File: config.mk
export PLATFORM = sky130hd
export DESIGN_NAME = bus_width_splitter
export DESIGN_NICKNAME = d
export VERILOG_FILES = /design/src/rtl/bus_width_splitter.sv
export SDC_FILE = /design/constraint.sdc
export NUM_CORES = 1
export LEC_CHECK = 0
export BUFFER_PORTS_ARGS = -buffer_cell sky130_fd_sc_hd__clkbuf_2
export CORE_MARGIN = 4
export CORE_UTILIZATION = 48
export CTS_BUF_LIST = sky130_fd_sc_hd__clkbuf_2
export DETAILED_ROUTE_END_ITERATION = 8
export HOLD_SLACK_MARGIN = 0.08
export PLACE_DENSITY = 0.85
export SYNTH_ARGS = -nofsm -noshare
export SYNTH_HDL_FRONTEND = slang
export SYNTH_SLANG_ARGS = --single-unit
File: constraint.sdc
create_clock -name clk -period 3.73 [get_ports clk]
set_input_delay 0.1865 -clock clk [delete_from_list [all_inputs] [get_ports clk]]
set_output_delay 0.1865 -clock clk [all_outputs]
set_load 0.1 [all_outputs]
File: src/rtl/bus_width_splitter.sv
module bus_width_splitter #(
  parameter int ADDR_W = 24
) (
  input  logic              clk,
  input  logic              rst_n,
  input  logic              cpu_req,
  input  logic [ADDR_W-1:0] cpu_addr,
  input  logic [1:0]        cpu_size,
  input  logic              cpu_write,
  input  logic [31:0]       cpu_wdata,
  output logic              cpu_ready,
  output logic              cpu_done,
  output logic [31:0]       cpu_rdata,
  input  logic              bus_wide,
  output logic              sub_req,
  output logic [ADDR_W-1:0] sub_addr,
  output logic              sub_write,
  output logic [15:0]       sub_wdata,
  output logic [1:0]        sub_lane,
  output logic              sub_hold_cs,
  input  logic              sub_ack,
  input  logic [15:0]       sub_rdata
);

  typedef enum logic [1:0] {S_IDLE, S_RUN, S_DONE} state_t;

  state_t            st;
  logic [ADDR_W-1:0] base;
  logic [1:0]        size_q;
  logic              wr_q;
  logic              wide_q;
  logic [31:0]       wd_q;
  logic [1:0]        idx;
  logic [31:0]       acc;
  logic [1:0]        bytes_m1;
  logic [1:0]        last_idx;
  logic              is_last;
  logic [ADDR_W-1:0] byte_addr;

  assign bytes_m1  = (size_q == 2'd0) ? 2'd0 : (size_q == 2'd1) ? 2'd1 : 2'd3;
  assign last_idx  = wide_q ? {1'b0, bytes_m1[1]} : bytes_m1;
  assign is_last   = (idx == last_idx);
  assign byte_addr = base + (ADDR_W'(idx) << wide_q);

  assign cpu_ready   = (st == S_IDLE);
  assign cpu_done    = (st == S_DONE);
  assign cpu_rdata   = acc;
  assign sub_req     = (st == S_RUN);
  assign sub_addr    = wide_q ? (byte_addr >> 1) : byte_addr;
  assign sub_write   = wr_q;
  assign sub_hold_cs = wr_q && !is_last;

  always_comb begin
    if (!wide_q) begin
      sub_lane  = 2'b01;
      sub_wdata = {8'h00, wd_q[{idx, 3'b000} +: 8]};
    end else if (size_q == 2'd0) begin
      sub_lane  = base[0] ? 2'b10 : 2'b01;
      sub_wdata = base[0] ? {wd_q[7:0], 8'h00} : {8'h00, wd_q[7:0]};
    end else begin
      sub_lane  = 2'b11;
      sub_wdata = wd_q[{idx[0], 4'b0000} +: 16];
    end
  end

  always_ff @(posedge clk) begin
    if (!rst_n) begin
      st     <= S_IDLE;
      base   <= '0;
      size_q <= '0;
      wr_q   <= 1'b0;
      wide_q <= 1'b0;
      wd_q   <= '0;
      idx    <= '0;
      acc    <= '0;
    end else begin
      case (st)
        S_IDLE: if (cpu_req) begin
          base   <= cpu_addr;
          size_q <= cpu_size;
          wr_q   <= cpu_write;
          wide_q <= bus_wide;
          wd_q   <= cpu_wdata;
          idx    <= '0;
          acc    <= '0;
          st     <= S_RUN;
        end
        S_RUN: if (sub_ack) begin
          if (!wr_q) begin
            if (!wide_q)
              acc[{idx, 3'b000} +: 8] <= sub_rdata[7:0];
            else if (size_q == 2'd0)
              acc[7:0] <= base[0] ? sub_rdata[15:8] : sub_rdata[7:0];
            else
              acc[{idx[0], 4'b0000} +: 16] <= sub_rdata;
          end
          if (is_last) st <= S_DONE;
          else         idx <= idx + 2'd1;
        end
        default: st <= S_IDLE;
      endcase
    end
  end

  p_idle_quiet_r1: assert property (@(posedge clk) disable iff (!rst_n)
    cpu_ready |-> !sub_req && !cpu_done);

  p_aligned_in_r3: assert property (@(posedge clk) disable iff (!rst_n)
    cpu_req && cpu_ready && cpu_size != 2'd0 |-> !cpu_addr[0]);

  p_addr_step_r3: assert property (@(posedge clk) disable iff (!rst_n)
    sub_req && sub_ack && !is_last |=> sub_req && sub_addr == $past(sub_addr) + 1'b1);

  p_write_hold_r4: assert property (@(posedge clk) disable iff (!rst_n)
    sub_req && sub_ack && sub_hold_cs |=> sub_req && sub_write);

  p_read_release_r5: assert property (@(posedge clk) disable iff (!rst_n)
    sub_req && !sub_write |-> !sub_hold_cs);

  p_narrow_lane_r7: assert property (@(posedge clk) disable iff (!rst_n)
    sub_req && !wide_q |-> sub_lane == 2'b01 && sub_wdata[15:8] == 8'h00);

  p_done_pulse_r8: assert property (@(posedge clk) disable iff (!rst_n)
    cpu_done |=> !cpu_done && cpu_ready);

  p_req_stable_r9: assert property (@(posedge clk) disable iff (!rst_n)
    sub_req && !sub_ack |=> sub_req && $stable(sub_addr) && $stable(sub_lane) && $stable(sub_wdata));

endmodule

==> results of run 1 <==
==> stage by stage <==
stage / hold WS (ns) / instances / worst slack, ns / setup TNS, ns / util [%]
final: 0.312 / 1081 / 0.257 / 0 / 69.9
after global placement: 0.412 / 982 / 0.765 / 0 / 61.3
after CTS: 0.298 / 1079 / 0.0161 / 0 / 69.8
after detailed placement: 0.415 / 982 / 0.695 / 0 / 61.3
after floorplan: 0.292 / 733 / -0.254 / -0.793 / -
after global routing: 0.275 / 1080 / 0.0138 / 0 / 69.9
==> layout make-up <==
class                      count  area (sq um)  share of cell area (%)
multi-input combinational    568          3390                    44.2
timing repair buffer         249          2020                    26.3
sequential                    96          1930                    25.1
tap                          140           175                    2.28
clock inverter                 7          78.8                    1.03
clock buffer                   9          45.0                   0.587
inverter                      10          37.5                   0.489
antenna                        2          5.00                  0.0652
==> cells by family (layout without fill, tap and decap cells) <==
family	count (synthesis)	count (layout)	synth area share (%)
compound gates	201	201	23.3
xor+xnor	15	15	2.41
fa+ha+maj	8	8	1.97
buf+inv	69	275	5.11
flops	96	96	35.2
mux	27	27	6.83
other cells	0	2	0
simple gates	317	317	25.2
==> flip-flops by register name (all words and copies together) (netlist names) <==
name / cells
base: 24
cpu_rdata: 32
idx: 2
size_q: 2
st: 2
sub_write: 1
wd_q: 32
wide_q: 1
==> routing by layer <==
metal | vias to the layer above | wire length [um] | part of all wire, % | GRT usage [%]
li1 | 3004 | - | - | -
met4 | 0 | 579 | 3.2 | 10.3
met1 | 2850 | 7100 | 40 | 33.3
met2 | 302 | 8780 | 49 | 46.2
met3 | 62 | 1390 | 7.8 | 5.34
met5 | - | 0 | 0 | 0
==> critical path: stages, from the launching register on <==
cell     delay, ns
dfxtp_1       0.40
inv_1         0.09
o21ai_0       0.36
fa_1          0.31
a21oi_1       0.14
or4_4         0.51
nor4_4        0.28
mux2i_1       0.20
o211a_1       0.22
buf_12        0.18
==> power by group <==
group	leakage, nW	total, W	switching, W	internal (W)
logic	2.13	0.00112	0.000799	0.000324
registers	0.788	0.00118	0.0000769	0.00110
clock network	0.0708	0.000537	0.000374	0.000163
total	2.99	0.00284	0.00125	0.00159
==> timing repair <==
item	CTS	global route
hold buffers	81	0
endpoints found under the hold margin	96	0
gates resized for setup	0	4
setup endpoints to repair	0	7
==> Yosys cell counts (all sizes together), types with 9 or more instances <==
library cell	instances	share of area (%)
a211oi	23	3.2
a21oi	85	7.8
a221oi	19	3.1
a22oi	16	2.2
a31oi	15	1.7
buf	17	1.5
clkbuf	42	2.9
dfxtp	96	35
inv	9	0.62
mux2i	17	3.1
nand2	149	10
nand3	24	2.2
nand4	10	1.1
nor2	92	6.3
nor3	13	1.2
o21ai	19	1.7
==> layout by cell type, fill, tap and decap left out, types with 10 or more instances in the layout <==
| master | n |
|---|---|
| mux2i_1 | 13 |
| buf_12 | 23 |
| a21oi_1 | 85 |
| nor3_1 | 12 |
| clkbuf_2 | 144 |
| buf_4 | 10 |
| nor2_1 | 90 |
| o21ai_0 | 17 |
| dfxtp_1 | 95 |
| dlygate4sd3_1 | 81 |
| nand3_1 | 24 |
| nand2_1 | 148 |
| a221oi_1 | 19 |
| a211oi_1 | 20 |
| a31oi_1 | 15 |
| a22oi_1 | 16 |
| nand4_1 | 10 |
==> final timing paths <==
| path | from | end | cells past startpoint |
|---|---|---|---|
| worst min register to register | cpu_rdata[16] | cpu_rdata[16] | 2 |
| worst max-delay path | idx[1] | sub_addr[22] | 9 |
| worst min-delay path | cpu_wdata[19] | wd_q[19] | 4 |
| worst max register to register | idx[0] | cpu_rdata[3] | 8 |
==> key figures, run 1 <==
Outcome
  • Outcome: finished, final reports clean

Critical path
  • R2R Setup Slk: 0.77 ns
  • CP max FO: 7
  • Crit path DAT: 3.29 ns
  • Required time of the critical path: roughly 3.5 ns
  • CP Capture Type: output pin
  • Critical path class: reg2out
  • Startpoint Class: flip-flop

Route
  • Wire per inst: 16.5 um
  • Detailed-route wire length: 17900 um
  • Antenna Violating Nets Remaining: 0
  • DRT iter0 DRCs: 658
  • Iteration count of the initial detailed-routing pass: 5
  • DR vias/cell: 5.75
  • Via count: 6218
  • DRC: 0

CTS
  • H-tree depth: 3
  • Root Driver: clkbuf_2
  • Clock Latency Late Sink: 0.59 ns
  • Postcts setup bufs: 0
  • Clock Sinks: 96
  • CTS Buf Count: 9
  • Clock-pin slew on the worst setup and hold paths: between 0.2 and 0.3 ns
  • Longest Clk Path Bufs: 2
  • TritonCTS clock tree: done

GRT
  • GR Overflow Total: 0
  • Gr usage total: between 20% and 30%
  • Vias in the first global route: about 6000
  • Initial antenna violation count: 1
  • First-pass GRT wire length: 28900 um
  • Pin count of the biggest net entering global routing: 62

Place
  • DP Area: 0.00673 sq mm
  • Buffers on Ports: 158
  • Final HPWL DP: 11800 um
  • GPL Wtd Cong: 0.886

Power
  • Peak supply drop: 0.271 mV
  • Overall Power: 0.00284 W
  • Pleak: about 3 nW
  • Power Density: about 370 mW/mm^2

Floorplan
  • Die extent in y: 115 um
  • Die W: 115 um
  • Top Ports: approximately 160
  • DIE AREA: 0.0131 sq mm
  • Rows: 38
  • Core area: about 0.011 sq mm
  • Initial core utilization: 49.7%

Synthesis
  • Cell count after synthesis: 733
  • Share of synthesized flip-flops with an asynchronous set or reset: 0%
  • Synthesized Nets: ~820
  • Register bit total from synthesis: between 90 and 100
  • Total number of yosys warnings: 0
  • Post-synth cell types: 52
  • Syn_area_per_cell: 7.44 sq um
  • Post-synth EDFFs: 0
  • Mapped Area: 0.00546 sq mm
  • Sequential fraction of the synthesis area: a little over a third
  • Ys flop type: dfxtp_1

Timing
  • Fin crit period: 3.47 ns
  • RSZ-0062 raised after global routing: false
  • Fmax: between 200 and 300 MHz
  • Fin Clk Skew: 0.0159 ns
  • Max-slew headroom: 21.3%
  • Tcrit/Tclk final: 93.1%
  • Fin. max-slew vios: 0
  • Final Setup Violations: 0
  • Worst slew pin tran: 1.18 ns
  • Fin. Hold Viols: 0

Layout
  • Final Cell Area: about 0.0077 sq mm
  • Nets@finish: 1022
  • Layout cells sized above 1: between 20% and 30%
  • # fillers: slightly above 800
  • Layout area overhead: 40.8%

Flow run
  • Max cap viols: 0

Hold path
  • Min-Delay Path Class: in2reg
Note: power is estimated with default switching activity, not from simulation.
==> run 2, diff against run 1 <==
ABC_AREA = 1   (was unset)
PLACE_DENSITY = 0.84   (was 0.85)
==> key figures, run 2 <==
CTS
  • CTS Buf Count: 9
  • Root Driver: clkbuf_2
  • Clock-pin slew on the worst setup and hold paths: 0.26 ns
  • Clock Sinks: 96
  • Clock Latency Late Sink: 0.63 ns
  • TritonCTS clock tree: done
  • Longest Clk Path Bufs: 2
  • H-tree depth: 3
  • Postcts setup bufs: 0

Critical path
  • Critical path class: reg2out
  • Crit path DAT: 3.22 ns
  • Most common cell on crit path: nand2_1
  • Worst path top cell family by delay: simple AND/OR/NAND/NOR gates
  • Crit path cell chain: buf_4 -> inv_1 -> nor2_1 -> ha_1 -> fa_1 -> nand2_1 -> a21oi_2 -> nand3_1 -> xnor2_1 -> nand2_1 -> nand2_1 -> buf_12
  • R2R Path Start: idx[0]
  • CP Buf/Inv Count: 3
  • Slowest CP cell: dfxtp_1
  • Required time of the critical path: approximately 3.5 ns
  • CP max FO: 25
  • Max incr delay on CP: 0.48 ns
  • CP Capture Type: output pin
  • Startpoint Class: flip-flop
  • Worst Setup SP: idx[0]

Layout
  • Area of the multi-input gates: 0.00353 sq mm
  • Layout cells sized above 1: 16.8%
  • Layout area overhead: 35.7%
  • FF/Latch Area: around 0.0019 sq mm
  • Commonest non-fill, non-tap cells in the layout: nand2_1, nor2_1, clkbuf_2
  • Most common cell after layout, fill and taps aside: nand2_1
  • Nets@finish: roughly 1300
  • # fillers: 1046

Timing
  • Fin crit period: around 3.4 ns
  • Fin. Hold Viols: 0
  • RSZ-0062 raised after global routing: false
  • Max-slew headroom: 22.4%
  • Worst slew pin tran: 1.16 ns
  • Tcrit/Tclk final: 91.4%
  • Fin. max-slew vios: 0
  • Fmax: 293 MHz
  • Final Setup Violations: 0
  • Setup ws final: ~0.32 ns
  • Fin Clk Skew: 0.0274 ns
  • Hold_ws: 0.190 ns

GRT
  • Gr usage total: 28.2%
  • Initial antenna violation count: 2
  • First-pass GRT wire length: 33000 um
  • Vias in the first global route: 7029
  • GR Overflow Total: 0
  • Pin count of the biggest net entering global routing: 90

Hold path
  • Worst hold start: rst_n
  • Min-Delay Path Class: in2reg

Power
  • Peak supply drop: ~0.42 mV
  • Power Density: 662 mW/mm^2
  • Pleak: just under 4 nW

Synthesis
  • Post-synth cell types: 32
  • Syn_area_per_cell: between 5 and 6 sq um
  • Most frequent cell after synthesis: nand2_1
  • Synth top area share: a little under a third
  • Yosys top cell by area: dfxtp_1
  • Mapped Area: 0.00604 sq mm
  • Synth top cells by count: nand2_1, nor2_1, o21ai_0
  • Total number of yosys warnings: 0
  • Post-synth EDFFs: 0
  • Synth top area cells: dfxtp_1, nand2_1, nor2_1
  • Sequential fraction of the synthesis area: around a third
  • Cell count after synthesis: 1011
  • Share of synthesized flip-flops with an asynchronous set or reset: 0%
  • Register bit total from synthesis: 96
  • Ys flop type: dfxtp_1
  • Synthesized Nets: 1099

Floorplan
  • Initial core utilization: 49.7%
  • Core area: 0.0122 sq mm
  • Die extent in y: 120 um
  • Die W: 120 um
  • Top Ports: ~160
  • DIE AREA: 0.0144 sq mm
  • Rows: 40

Route
  • DRC: 0
  • Antenna Violating Nets Remaining: 0
  • Detailed-route wire length: 20500 um
  • Wire per inst: 14.6 um
  • Via count: about 7500
  • Iteration count of the initial detailed-routing pass: 8
  • DRT iter0 DRCs: 751
  • DR vias/cell: roughly 5.3

Place
  • GPL Wtd Cong: 0.921
  • Buffers on Ports: ~160
  • DP Worst Slack: between 0.7 and 0.8 ns
  • Final HPWL DP: 13300 um

Outcome
  • Outcome: finished, final reports clean

Flow run
  • Max cap viols: 0
## run 2: worst reg2reg max path, delay by kind of cell, from the launching register on
family	cells	cell delay, ns
DFF	1	0.48
and+or+nand+nor	6	0.83
buffers and inverters	5	1.38
adders and majority gates	1	0.27
## run 2: area by class of cell
cell class | instances | area share [%]
Antenna cell | 3 | 0.0916
Clock buffer | 10 | 0.610
Clock inverter | 6 | 0.549
Inverter | 93 | 4.26
Multi-Input combinational cell | 773 | 43.1
Sequential cell | 96 | 23.5
Tap cell | 168 | 2.56
Timing Repair Buffer | 253 | 25.4
## run 2: kinds of logic (layout without fill, tap and decap cells)
| kind of cell | after synthesis | count (layout) | share of synthesized area (%) |
|---|---|---|---|
| AO/OA/AOI/OAI | 199 | 199 | 17.3 |
| XOR/XNOR | 10 | 10 | 1.45 |
| adder cells (fa/ha/maj) | 8 | 8 | 1.78 |
| buffers and inverters | 142 | 362 | 9.90 |
| flip-flops | 96 | 96 | 31.8 |
| other | 0 | 3 | 0 |
| AND/OR/NAND/NOR | 556 | 556 | 37.8 |
## run 2: metal layers
layer / track usage, % / part of all wire [%] / up-vias
met5: 0 / 0 / -
met4: 16.6 / 4.8 / 0
met3: 5.80 / 8.2 / 91
met2: 45.8 / 46 / 394
met1: 34.5 / 41 / 3320
li1: - / - / 3650
## run 2: where the power goes
part | internal (W) | total, W | switching, W
logic | 0.000840 | 0.00355 | 0.00271
clock network | 0.0000920 | 0.000465 | 0.000373
registers | 0.00124 | 0.00141 | 0.000169
## run 2: worst paths after layout
path	to	slack, ns	depth (start not counted)
setup reg to reg	cpu_rdata[13]	0.75	12
hold reg to reg	cpu_rdata[28]	0.48	2
hold / removal	cpu_rdata[24]	0.19	3
setup / recovery	sub_addr[12]	0.32	12
## run 2: metrics by stage
stage | std cells | total power, W | setup TNS (ns) | instance area [sq um] | utilization, %
after floorplan | 1011 | 0.00409 | -0.236 | 6040 | -
after CTS | 1399 | 0.00538 | 0 | 8180 | 67.3
after global placement | 1297 | 0.00481 | 0 | 7220 | 59.4
after global routing | 1401 | 0.00571 | 0 | 8200 | 67.4
after detailed placement | 1297 | 0.00486 | 0 | 7220 | 59.4
final | 1402 | 0.00543 | 0 | 8200 | 67.4
## run 2: repair_timing
item                                   in CTS  in global routing
resized for setup                           0                  4
setup endpoints to repair                   0                 22
hold buffers                               86                  0
endpoints found under the hold margin      91                  0
==> run 3, diff against run 2 <==
CORE_ASPECT_RATIO = 0.6   (was unset)
clock period = 3.15 ns   (was 3.73 ns; I/O delays follow)
==> key figures, run 3 (synthesized netlist as in run 2, its figures left out) <==
Timing
  • Final Setup Violations: 0
  • RSZ-0062 raised after global routing: true
  • Fin crit period: approximately 3.0 ns
  • Worst slew pin tran: around 1.2 ns
  • Fin Clk Skew: 0.0597 ns
  • Setup TNS: 0 ns
  • Hold_ws: 0.299 ns
  • Fmax: 331 MHz
  • Fin. Hold Viols: 0
  • Fin. max-slew vios: 0
  • Max-slew headroom: between 20% and 30%
  • Tcrit/Tclk final: 95.9%

Hold path
  • Min-Delay Path Class: in2reg

Layout
  • Final Cell Area: between 0.008 and 0.009 sq mm
  • Layout area overhead: 40.7%
  • Layout cells sized above 1: 18.0%
  • Final core area utilization: a little over two thirds
  • Commonest non-fill, non-tap cells in the layout: nand2_1, nor2_1, o21ai_0
  • Nets@finish: 1315
  • Most common cell after layout, fill and taps aside: nand2_1

CTS
  • Clock-pin slew on the worst setup and hold paths: 0.33 ns
  • Root Driver: clkbuf_2
  • CTS Buf Count: 9
  • Clock Latency Late Sink: 0.63 ns
  • TritonCTS clock tree: done
  • Longest Clk Path Bufs: 2
  • Clock Sinks: 96
  • Postcts setup bufs: 0
  • H-tree depth: 3

Floorplan
  • Core area: approximately 0.012 sq mm
  • Initial core utilization: 49.6%
  • Die W: 153 um
  • Top Ports: 159
  • Die extent in y: between 90 and 100 um
  • DIE AREA: roughly 0.015 sq mm
  • Rows: 31

GRT
  • GR Util met3: 9.39%
  • GRT busiest layer: met2
  • First-pass GRT wire length: 34300 um
  • Vias in the first global route: 6950
  • GR Overflow Total: 0
  • Initial antenna violation count: 2
  • Routing usage on met2: 44.0%
  • Gr usage total: 28.8%
  • Met1 Use GR: 38.3%
  • Pin count of the biggest net entering global routing: 68

Route
  • DR vias/cell: approximately 5.4
  • Detailed-route wire length: 21600 um
  • Antenna Violating Nets Remaining: 0
  • Wire per inst: 15.4 um
  • Via count: 7513
  • DRC: 0
  • DRT iter0 DRCs: roughly 940
  • Iteration count of the initial detailed-routing pass: 8

Critical path
  • Crit path DAT: 2.86 ns
  • CP Capture Type: output pin
  • Critical path class: reg2out
  • Required time of the critical path: 2.99 ns
  • CP max FO: 9
  • Startpoint Class: flip-flop

Power
  • Peak supply drop: 0.507 mV
  • Power Density: 789 mW/mm^2
  • Pleak: ~4 nW

Outcome
  • Outcome: finished, final reports clean

Place
  • DP Area: around 0.0074 sq mm
  • Final HPWL DP: ~14000 um
  • GPL Wtd Cong: between 0.9 and 1
  • Buffers on Ports: 158

Flow run
  • Max cap viols: 0
[run 3: changes by cell type in the layout (fill, tap and decap cells not counted), moves of 5 or more]
cell,previous run,this run
nor2_1,179,173
buf_4,9,16
clkbuf_2,144,125
buf_12,24,37
nor2_4,3,8
[run 3: where the power goes]
group / switching, W / internal (W) / leakage, nW / total (W)
clock: 0.000469 / 0.000110 / 0.0566 / 0.000580
sequential: 0.000196 / 0.00147 / 0.795 / 0.00167
combinational: 0.00330 / 0.00116 / 3.14 / 0.00446
[run 3: stage by stage]
stage / worst slack [ns] / power [W] / instances
after floorplan: -0.669 / 0.00484 / 1011
after global placement: 0.608 / 0.00588 / 1297
after detailed placement: 0.448 / 0.00593 / 1297
after CTS: 0.00105 / 0.00658 / 1397
after global routing: -0.0641 / 0.00705 / 1399
final: 0.130 / 0.00671 / 1400
[run 3: critical path: stages (launching register included)]
cell and delay, ns:
dfxtp_4 0.44, nor2_1 0.15, buf_6 0.18, nor2_4 0.06, ha_1 0.27, nand2_1 0.09
inv_1 0.07, a21oi_4 0.23, xor2_1 0.27, nand2_1 0.08, o21ai_0 0.16, buf_12 0.22
[run 3: per-layer routing]
metal / vias up / share of wire (%)
li1: 3656 / -
met1: 3316 / 42
met2: 465 / 43
met3: 76 / 12
met4: 0 / 2.9
met5: - / 0
[run 3: path summary, 6_finish.rpt]
| path | start | end | slack (ns) | depth (start not counted) |
|---|---|---|---|---|
| setup reg to reg | idx[0] | cpu_rdata[11] | 0.50 | 11 |
| setup / recovery | idx[1] | sub_addr[2] | 0.13 | 11 |
| hold reg to reg | wd_q[9] | wd_q[9] | 0.50 | 2 |
| hold / removal | cpu_wdata[30] | wd_q[30] | 0.30 | 4 |
[run 3: timing repair]
| action | 4_1_cts | 5_1_grt |
|---|---|---|
| pin swaps | 0 | 2 |
| setup endpoints to repair | 22 | 24 |
| hold buffers | 84 | 0 |
| resized for setup | 9 | 21 |
| endpoints found under the hold margin | 89 | 0 |
[run 3: cell type report]
type	count	area (sq um)
fillers	1024	3680
multi-input cells	773	3610
repair buffers	254	2290
flip-flops and latches	96	1930
inverters	93	349
well taps	165	206
clock inverters	7	53.8
clock buffers	9	45.0
diodes	3	7.51
